File: config.mk
export PLATFORM = sky130hd
export DESIGN_NAME = mmu_fault_router
export DESIGN_NICKNAME = d
export VERILOG_FILES = /design/src/rtl/mfr_pkg.sv /design/src/rtl/mfr_classify.sv /design/src/rtl/mfr_route.sv /design/src/rtl/mfr_capture.sv /design/src/rtl/mmu_fault_router.sv
export SDC_FILE = /design/constraint.sdc
export NUM_CORES = 1
export LEC_CHECK = 0
export ABC_CLOCK_PERIOD_IN_PS = 3700
export BUFFER_PORTS_ARGS = -buffer_cell sky130_fd_sc_hd__buf_2
export CORE_UTILIZATION = 30
export CTS_BUF_LIST = sky130_fd_sc_hd__clkbuf_16
export CTS_CLUSTER_SIZE = 10
export DETAILED_ROUTE_END_ITERATION = 10
export SYNTH_ARGS = -nofsm -noshare
export SYNTH_HDL_FRONTEND = slang
export SYNTH_HIERARCHICAL = 1
export SYNTH_SLANG_ARGS = --single-unit
File: constraint.sdc
create_clock -name clk -period 3.7 [get_ports clk]
set_clock_uncertainty 0.1 [all_clocks]
set_input_delay 0.555 -clock clk [delete_from_list [all_inputs] [get_ports clk]]
set_output_delay 0.555 -clock clk [all_outputs]
set_load 0.005 [all_outputs]
File: src/rtl/mfr_pkg.sv
package mfr_pkg;

  localparam int SYND_W = 32;

  typedef enum logic [1:0] {
    ACC_LOAD  = 2'd0,
    ACC_STORE = 2'd1,
    ACC_FETCH = 2'd2,
    ACC_BAD   = 2'd3
  } acc_kind_e;

  // bit position in the one-hot class select
  localparam int CLS_ISI  = 0;
  localparam int CLS_HISI = 1;
  localparam int CLS_DSI  = 2;
  localparam int CLS_HDSI = 3;
  localparam int CLS_N    = 4;

  localparam logic [SYND_W-1:0] SY_NOEXEC = 32'h1000_0000;
  localparam logic [SYND_W-1:0] SY_MISS   = 32'h4000_0000;
  localparam logic [SYND_W-1:0] SY_PPROT  = 32'h0800_0000;
  localparam logic [SYND_W-1:0] SY_AMASK  = 32'h0020_0000;
  localparam logic [SYND_W-1:0] SY_STORE  = 32'h0200_0000;

  typedef struct packed {
    logic              hit;
    logic              inst;
    logic [SYND_W-1:0] synd;
  } fault_dec_t;

endpackage

File: src/rtl/mfr_classify.sv
module mfr_classify
  import mfr_pkg::*;
(
  input  logic       [1:0] acc_kind,
  input  logic             seg_noexec,
  input  logic             pte_miss,
  input  logic             pp_deny,
  input  logic             amr_deny,
  output fault_dec_t       dec
);

  acc_kind_e kind;
  logic      is_fetch;
  logic      is_store;
  logic      any_deny;
  logic [SYND_W-1:0] st_bit;
  logic [SYND_W-1:0] deny_bits;

  assign kind      = acc_kind_e'(acc_kind);
  assign is_fetch  = (kind == ACC_FETCH);
  assign is_store  = (kind == ACC_STORE);
  assign any_deny  = pp_deny | amr_deny;
  assign st_bit    = is_store ? SY_STORE : '0;
  assign deny_bits = (pp_deny ? SY_PPROT : '0) | (amr_deny ? SY_AMASK : '0);

  always_comb begin
    dec      = '0;
    dec.inst = is_fetch;
    unique case (kind)
      ACC_FETCH: begin
        if (seg_noexec) begin
          dec.hit  = 1'b1;
          dec.synd = SY_NOEXEC;
        end else if (pte_miss) begin
          dec.hit  = 1'b1;
          dec.synd = SY_MISS;
        end else if (any_deny) begin
          dec.hit  = 1'b1;
          dec.synd = SY_PPROT;
        end
      end
      ACC_LOAD, ACC_STORE: begin
        if (pte_miss) begin
          dec.hit  = 1'b1;
          dec.synd = SY_MISS | st_bit;
        end else if (any_deny) begin
          dec.hit  = 1'b1;
          dec.synd = deny_bits | st_bit;
        end
      end
      default: dec = '0;
    endcase
  end

endmodule

File: src/rtl/mfr_route.sv
module mfr_route
  import mfr_pkg::*;
(
  input  logic             inst,
  input  logic             msr_ir,
  input  logic             msr_dr,
  input  logic             msr_hv,
  input  logic             part_vpm0,
  input  logic             part_vpm1,
  output logic             to_hyp,
  output logic [CLS_N-1:0] cls
);

  logic reloc;
  logic mode_bit;

  assign reloc    = inst ? msr_ir : msr_dr;
  assign mode_bit = reloc ? part_vpm1 : part_vpm0;
  assign to_hyp   = mode_bit & ~msr_hv;

  always_comb begin
    cls = '0;
    if (inst) cls[to_hyp ? CLS_HISI : CLS_ISI] = 1'b1;
    else      cls[to_hyp ? CLS_HDSI : CLS_DSI] = 1'b1;
  end

endmodule

File: src/rtl/mfr_capture.sv
module mfr_capture
  import mfr_pkg::*;
#(
  parameter int ADDR_W = 64
) (
  input  logic              clk,
  input  logic              rst,
  input  logic              take,
  input  logic              inst,
  input  logic              to_hyp,
  input  logic [CLS_N-1:0]  cls,
  input  logic [SYND_W-1:0] synd,
  input  logic [ADDR_W-1:0] addr,
  output logic              exc_valid,
  output logic [CLS_N-1:0]  exc_sel,
  output logic [SYND_W-1:0] err_code,
  output logic [ADDR_W-1:0] sup_addr,
  output logic [SYND_W-1:0] sup_synd,
  output logic [ADDR_W-1:0] hyp_addr,
  output logic [SYND_W-1:0] hyp_synd
);

  localparam int BANKS = 2;  // 0 supervisor, 1 hypervisor

  always_ff @(posedge clk) begin
    if (rst) begin
      exc_valid <= 1'b0;
      exc_sel   <= '0;
      err_code  <= '0;
    end else begin
      exc_valid <= take;
      if (take) begin
        exc_sel  <= cls;
        err_code <= inst ? synd : '0;
      end
    end
  end

  for (genvar b = 0; b < BANKS; b++) begin : g_bank
    logic [ADDR_W-1:0] a_q;
    logic [SYND_W-1:0] s_q;
    logic              wr;
    assign wr = take & ~inst & (to_hyp == (b == 1));
    always_ff @(posedge clk) begin
      if (rst) begin
        a_q <= '0;
        s_q <= '0;
      end else if (wr) begin
        a_q <= addr;
        s_q <= synd;
      end
    end
  end

  assign sup_addr = g_bank[0].a_q;
  assign sup_synd = g_bank[0].s_q;
  assign hyp_addr = g_bank[1].a_q;
  assign hyp_synd = g_bank[1].s_q;

endmodule

File: src/rtl/mmu_fault_router.sv
module mmu_fault_router
  import mfr_pkg::*;
#(
  parameter int ADDR_W = 64
) (
  input  logic              clk,
  input  logic              rst,
  input  logic              flt_valid,
  input  logic [1:0]        acc_kind,
  input  logic              seg_noexec,
  input  logic              pte_miss,
  input  logic              pp_deny,
  input  logic              amr_deny,
  input  logic [ADDR_W-1:0] flt_addr,
  input  logic              msr_ir,
  input  logic              msr_dr,
  input  logic              msr_hv,
  input  logic              part_vpm0,
  input  logic              part_vpm1,
  output logic              exc_valid,
  output logic [3:0]        exc_sel,
  output logic [31:0]       err_code,
  output logic [ADDR_W-1:0] sup_addr,
  output logic [31:0]       sup_synd,
  output logic [ADDR_W-1:0] hyp_addr,
  output logic [31:0]       hyp_synd
);

  fault_dec_t       dec;
  logic             to_hyp;
  logic [CLS_N-1:0] cls;
  logic             take;

  mfr_classify u_classify (
    .acc_kind   (acc_kind),
    .seg_noexec (seg_noexec),
    .pte_miss   (pte_miss),
    .pp_deny    (pp_deny),
    .amr_deny   (amr_deny),
    .dec        (dec)
  );

  mfr_route u_route (
    .inst      (dec.inst),
    .msr_ir    (msr_ir),
    .msr_dr    (msr_dr),
    .msr_hv    (msr_hv),
    .part_vpm0 (part_vpm0),
    .part_vpm1 (part_vpm1),
    .to_hyp    (to_hyp),
    .cls       (cls)
  );

  assign take = flt_valid & dec.hit;

  mfr_capture #(.ADDR_W(ADDR_W)) u_capture (
    .clk       (clk),
    .rst       (rst),
    .take      (take),
    .inst      (dec.inst),
    .to_hyp    (to_hyp),
    .cls       (cls),
    .synd      (dec.synd),
    .addr      (flt_addr),
    .exc_valid (exc_valid),
    .exc_sel   (exc_sel),
    .err_code  (err_code),
    .sup_addr  (sup_addr),
    .sup_synd  (sup_synd),
    .hyp_addr  (hyp_addr),
    .hyp_synd  (hyp_synd)
  );

endmodule

After elaboration in Yosys (flattened, before gate mapping)
Cells that the tools add are included.
{ "classes": {"reduce_logical": 4, "eq_ne": 2, "n_bitwise": 11, "n_mux": 24, "order_cmp": 4} }
{ "op_table": {"columns": ["op", "count"], "rows": [
  ["32-bit 2-to-1 mux", 5],
  ["32-bit by 1-bit >= comparator with 1-bit output (second input constant)", 2],
  ["32-bit by 4-bit less-than comparator with 1-bit output (second input constant)", 2],
  ["32-bit bitwise OR", 2],
  ["32-bit one-hot mux with 2 select lines", 1],
  ["28-bit 2-to-1 mux", 2],
  ["26-bit 2-to-1 mux", 1],
  ["22-bit 2-to-1 mux", 1],
  ["1-bit 2-to-1 mux", 10],
  ["1-bit bitwise AND", 5],
  ["1-bit demux with 2-bit select", 2],
  ["4-bit 2-to-1 mux", 1],
  ["1-bit inverter", 3],
  ["2-bit by 1-bit == test with 1-bit output (second input constant)", 1],
  ["2-bit == test (second input constant)", 1],
  ["1-bit logical AND", 2],
  ["2-bit logical NOT", 1],
  ["1-bit one-hot mux with 2 select lines", 1],
  ["2-bit OR reduction", 1],
  ["1-bit bitwise OR", 1]
]} }
{ "word_totals": {"regBits": 229} }

Longest topological paths before layout
{ "logic_depth": {"ltp_word": 11, "depth_mapped": 9} }

Modules after synthesis
Netlist, hierarchy kept.
{ "by_module_without_submodules": {"columns": ["module", "cells_each", "seq_area_each_um2", "n_inst", "area_per_inst_um2"], "rows": [
  ["mfr_capture", 886, 4584.4, 1, 9334.0],
  ["mfr_classify", 40, 0.0, 1, 286.5],
  ["mfr_route", 11, 0.0, 1, 88.8],
  ["mmu_fault_router", 1, 0.0, 1, 6.3]
]} }

Least setup slack after synthesis
No wires, ideal clock.
{ "synth_timing": {"path_kind": "input port to flip-flop", "startpoint": "input acc_kind[0]", "endpoint": "register u_capture.g_bank[1].a_q[23] (netlist: u_capture/hyp_addr[23])", "setup_slack_ns": 1.446, "stages": 9, "path_buffers": 4, "t_arrival_ns": 2.035, "setup_time_ns": 0.120, "path_cell_list": "and2b_1 -> buf_4 -> mux2i_1 -> mux2i_1 -> nand3b_4 -> buf_6 -> buf_6 -> buf_6 -> mux2i_1"} }
{ "synth_rtl": {"columns": ["item", "line", "text"], "rows": [
  ["start: declaration", "mmu_fault_router.sv:9", "input logic [1:0] acc_kind,"],
  ["end signal: assignment", "mfr_capture.sv:49", "a_q <= addr;"],
  ["end: declaration", "mfr_capture.sv:40", "logic [ADDR_W-1:0] a_q;"]
]} }

==> key figures <==
Logic synthesis
  – Synthesized instance count: 938
  – Count of state elements after synthesis: 229
  – Count of yosys warnings during synthesis: 6
  – Sequential share of the synthesized area: 0.472
  – Cell area after synthesis: 9720 um2
  – Mean cell area of the mapped netlist: 10.4 um2
  – Number of distinct library cells after synthesis: 27

Timing
  – Fmax: 498 MHz
  – Max-slew violations: 0
  – Hold slack: 215 ps
  – Worst slew margin relative to its limit: 0.603
  – Worst slew pin tran: 595 ps
  – RSZ-0062 raised after global routing: false
  – Endpoints failing setup: 0
  – Period minus WS final: 2010 ps
  – Post-Route Setup TNS: 0 ps
  – Final cycle utilization of the critical path: 0.542
  – Final number of hold-violating endpoints: 0

Critical path
  – Data arrival time of the critical path: 2360 ps
  – Worst setup EP type: register
  – Launch point of the critical path: acc_kind[0]
  – Biggest fanout along the worst timing path: 50
  – Cell seen most often among critical-path stages: sky130_fd_sc_hd__mux2i_1
  – Worst-path cell chain: buf_2 > and2b_1 > mux2i_1 > mux2i_1 > nor3b_4 > buf_12 > mux2i_1
  – Reg2reg start: u_capture/hyp_addr[56]
  – Kind of critical path: input pin to register
  – Required time reported for the critical path endpoint: 4050 ps
  – Cell with the largest stage delay on the worst path: sky130_fd_sc_hd__buf_12
  – CP peak stage delay: 370 ps
  – Critical Path Source Type: input pin

Global routing
  – Met3 GRT Util: 0.0497
  – Via count of the first global-routing pass: 6998
  – First-pass GRT wire length: 38100 um
  – Most utilized layer in the global route result: met2
  – Leftover overflow at the end of global routing: 0
  – Number of antenna violations at the first check in global routing: 0
  – Global Route met2 Usage: 0.228
  – Largest net degree at the start of global routing: 126
  – Met1 global-route usage: 0.175
  – Total track usage: 0.141

Cells and area
  – Post-layout utilization of the core: 0.385
  – Layout overhead on the synthesized area: 25.6%
  – Filler cells: 3241
  – Area occupied by multi-input gates: 4610 um2
  – Final net count: 1289
  – Total area of sequential cells: 4580 um2
  – Share of cells above drive strength 1: 0.288
  – Antenna cell count: 0

Power and ir drop
  – Final Total Pwr: 5.68 mW
  – Power per standard cell area: 465 nW/um2
  – VDD IR-drop max: 0.284 mV
  – Leakage: 5.92 nW

Drt
  – DRC violations left: 0
  – Remaining antenna violation count: 0
  – Final Routed Wirelength: 24000 um
  – Vias per inst: 4.36
  – Wirelength per Cell: 14.8 um
  – Number of iterations in the first detailed-routing pass: 4
  – Vias after detailed routing: 7076
  – Detailed Route Iter0 Violations: 271

Min path
  – Worst hold start: flt_addr[9]
  – Worst Hold Class: input pin to register

Placement
  – Routability-driven placement congestion ratio: 0.743
  – Number of port buffers: 306
  – Final HPWL from detailed placement: 16000 um

Floorplan
  – Initial Util: 0.306
  – Chip Width: 182 um
  – Die area: 33100 um2
  – Placement Rows: 65
  – Core area: 31700 um2
  – DIE HEIGHT: 182 um
  – I/O Pins: 307

Clock tree
  – Number of buffers added to fix hold violations after cts: 0
  – Cells resized by post-CTS repair: 0
  – Clock root buffer: sky130_fd_sc_hd__clkbuf_16
  – Total setup buffers inserted after CTS: 0
  – Maximum buffer depth of the clock tree: 3
  – CTS tree: yes
  – Clock H-tree levels: 1
  – Number of clock buffers inserted by TritonCTS: 28
  – TritonCTS sink count: 229
  – Clock-pin slew on the worst setup and hold paths: 60 ps
  – Clock latency of the later-clocked register in the worst-skew pair: 530 ps

Run
  – Max Cap Viol: 0

Status
  – Status: completed
## where the power goes
part           switching, mW  total (mW)  internal (mW)  leakage [nW]
logic                  0.283       0.555          0.272          3.64
registers             0.0465        2.61           2.57          1.86
clock network          0.994        2.51           1.52         0.416
## registers in the layout (all words and copies together), names as in the netlist
| register | flops |
|---|---|
| u_capture/sup_synd | 32 |
| u_capture/exc_sel | 4 |
| u_capture/exc_valid | 1 |
| u_capture/sup_addr | 64 |
| u_capture/hyp_addr | 64 |
| u_capture/err_code | 32 |
| u_capture/hyp_synd | 32 |
## per-layer routing
layer | vias up | share of wire
li1 | 3559 | -
met1 | 3251 | 0.44
met2 | 223 | 0.45
met3 | 43 | 0.090
met4 | 0 | 0.024
met5 | - | 0
## area by class of cell
cell class / instances / area share
well taps: 402 / 0.0412
clock inverters: 10 / 0.00749
inverters: 1 / 0.000308
clock buffers: 29 / 0.0595
multi-input cells: 636 / 0.378
flip-flops and latches: 229 / 0.376
repair buffers: 315 / 0.138
## worst max-delay path: cells and delay by family
kind	cells	cell delay, ps
muxes	3	680
buffers and inverters	2	480
and+or+nand+nor	2	550
## kinds of logic after synthesis
group	synth area share
simple gates	0.237
flops	0.472
mux	0.207
buf+inv	0.0644
compound gates	0.0198
other cells	0.000386
## cell usage in the layout (no fill, tap or decap), drive strengths merged
cell type | synthesis | layout
nand2b | 322 | 322
buf | 60 | 315
dfxtp | 229 | 229
mux2i | 199 | 199
a21oi | 33 | 33
nand3 | 32 | 32
clkbuf | 38 | 29
conb | 1 | 27
inv | 1 | 5
nor3b | 5 | 5
nor2 | 4 | 4
clkinv | 0 | 4
and2 | 3 | 3
bufinv | 0 | 2
nand3b | 1 | 1
nor2b | 1 | 1
and2b | 1 | 1
o21ai | 1 | 1
a21o | 1 | 1
and3b | 1 | 1
nor3 | 1 | 1
nand2 | 1 | 1
a22oi | 1 | 1
o21a | 1 | 1
mux2 | 1 | 1
## worst paths after layout
kind	cells past startpoint	slack, ps	endpoint
max	7	1690	u_capture/sup_addr[40]
min	3	210	u_capture/hyp_addr[9]
max reg2reg	2	2960	u_capture/hyp_addr[56]
min reg2reg	2	370	u_capture/err_code[2]
## synth_stat cells
master,instances,area (um2)
sky130_fd_sc_hd__nor3_1,1,5.00
sky130_fd_sc_hd__nand3_1,32,160
sky130_fd_sc_hd__o21ai_1,1,5.00
sky130_fd_sc_hd__a22oi_1,1,7.51
sky130_fd_sc_hd__a21oi_1,33,165
sky130_fd_sc_hd__nor3b_2,1,12.5
sky130_fd_sc_hd__nand2b_1,322,2010
sky130_fd_sc_hd__nor3b_1,4,30.0
sky130_fd_sc_hd__nor2_1,4,15.0
sky130_fd_sc_hd__mux2i_1,199,1990
sky130_fd_sc_hd__buf_8,5,75.1
sky130_fd_sc_hd__nor2b_1,1,6.26
sky130_fd_sc_hd__clkbuf_1,38,143
sky130_fd_sc_hd__and2_1,3,18.8
sky130_fd_sc_hd__inv_1,1,3.75
sky130_fd_sc_hd__buf_4,34,255
sky130_fd_sc_hd__nand3b_4,1,20.0
sky130_fd_sc_hd__a21o_1,1,7.51
sky130_fd_sc_hd__and2b_1,1,7.51
sky130_fd_sc_hd__mux2_4,1,15.0
sky130_fd_sc_hd__o21a_1,1,7.51
sky130_fd_sc_hd__buf_6,7,78.8
sky130_fd_sc_hd__nand2_1,1,3.75
sky130_fd_sc_hd__and3b_1,1,8.76
sky130_fd_sc_hd__conb_1,1,3.75
sky130_fd_sc_hd__buf_2,14,70.1
sky130_fd_sc_hd__dfxtp_1,229,4580
## metrics by stage
stage	std cells	worst slack (ps)	instance area (um2)
floorplan	964	1450	9810
global placement	1583	1200	11400
detailed placement	1583	1150	11400
CTS	1622	1700	12200
global route	1622	1590	12200
finish	1622	1690	12200
No activity file was read; power rests on OpenSTA's default activity.
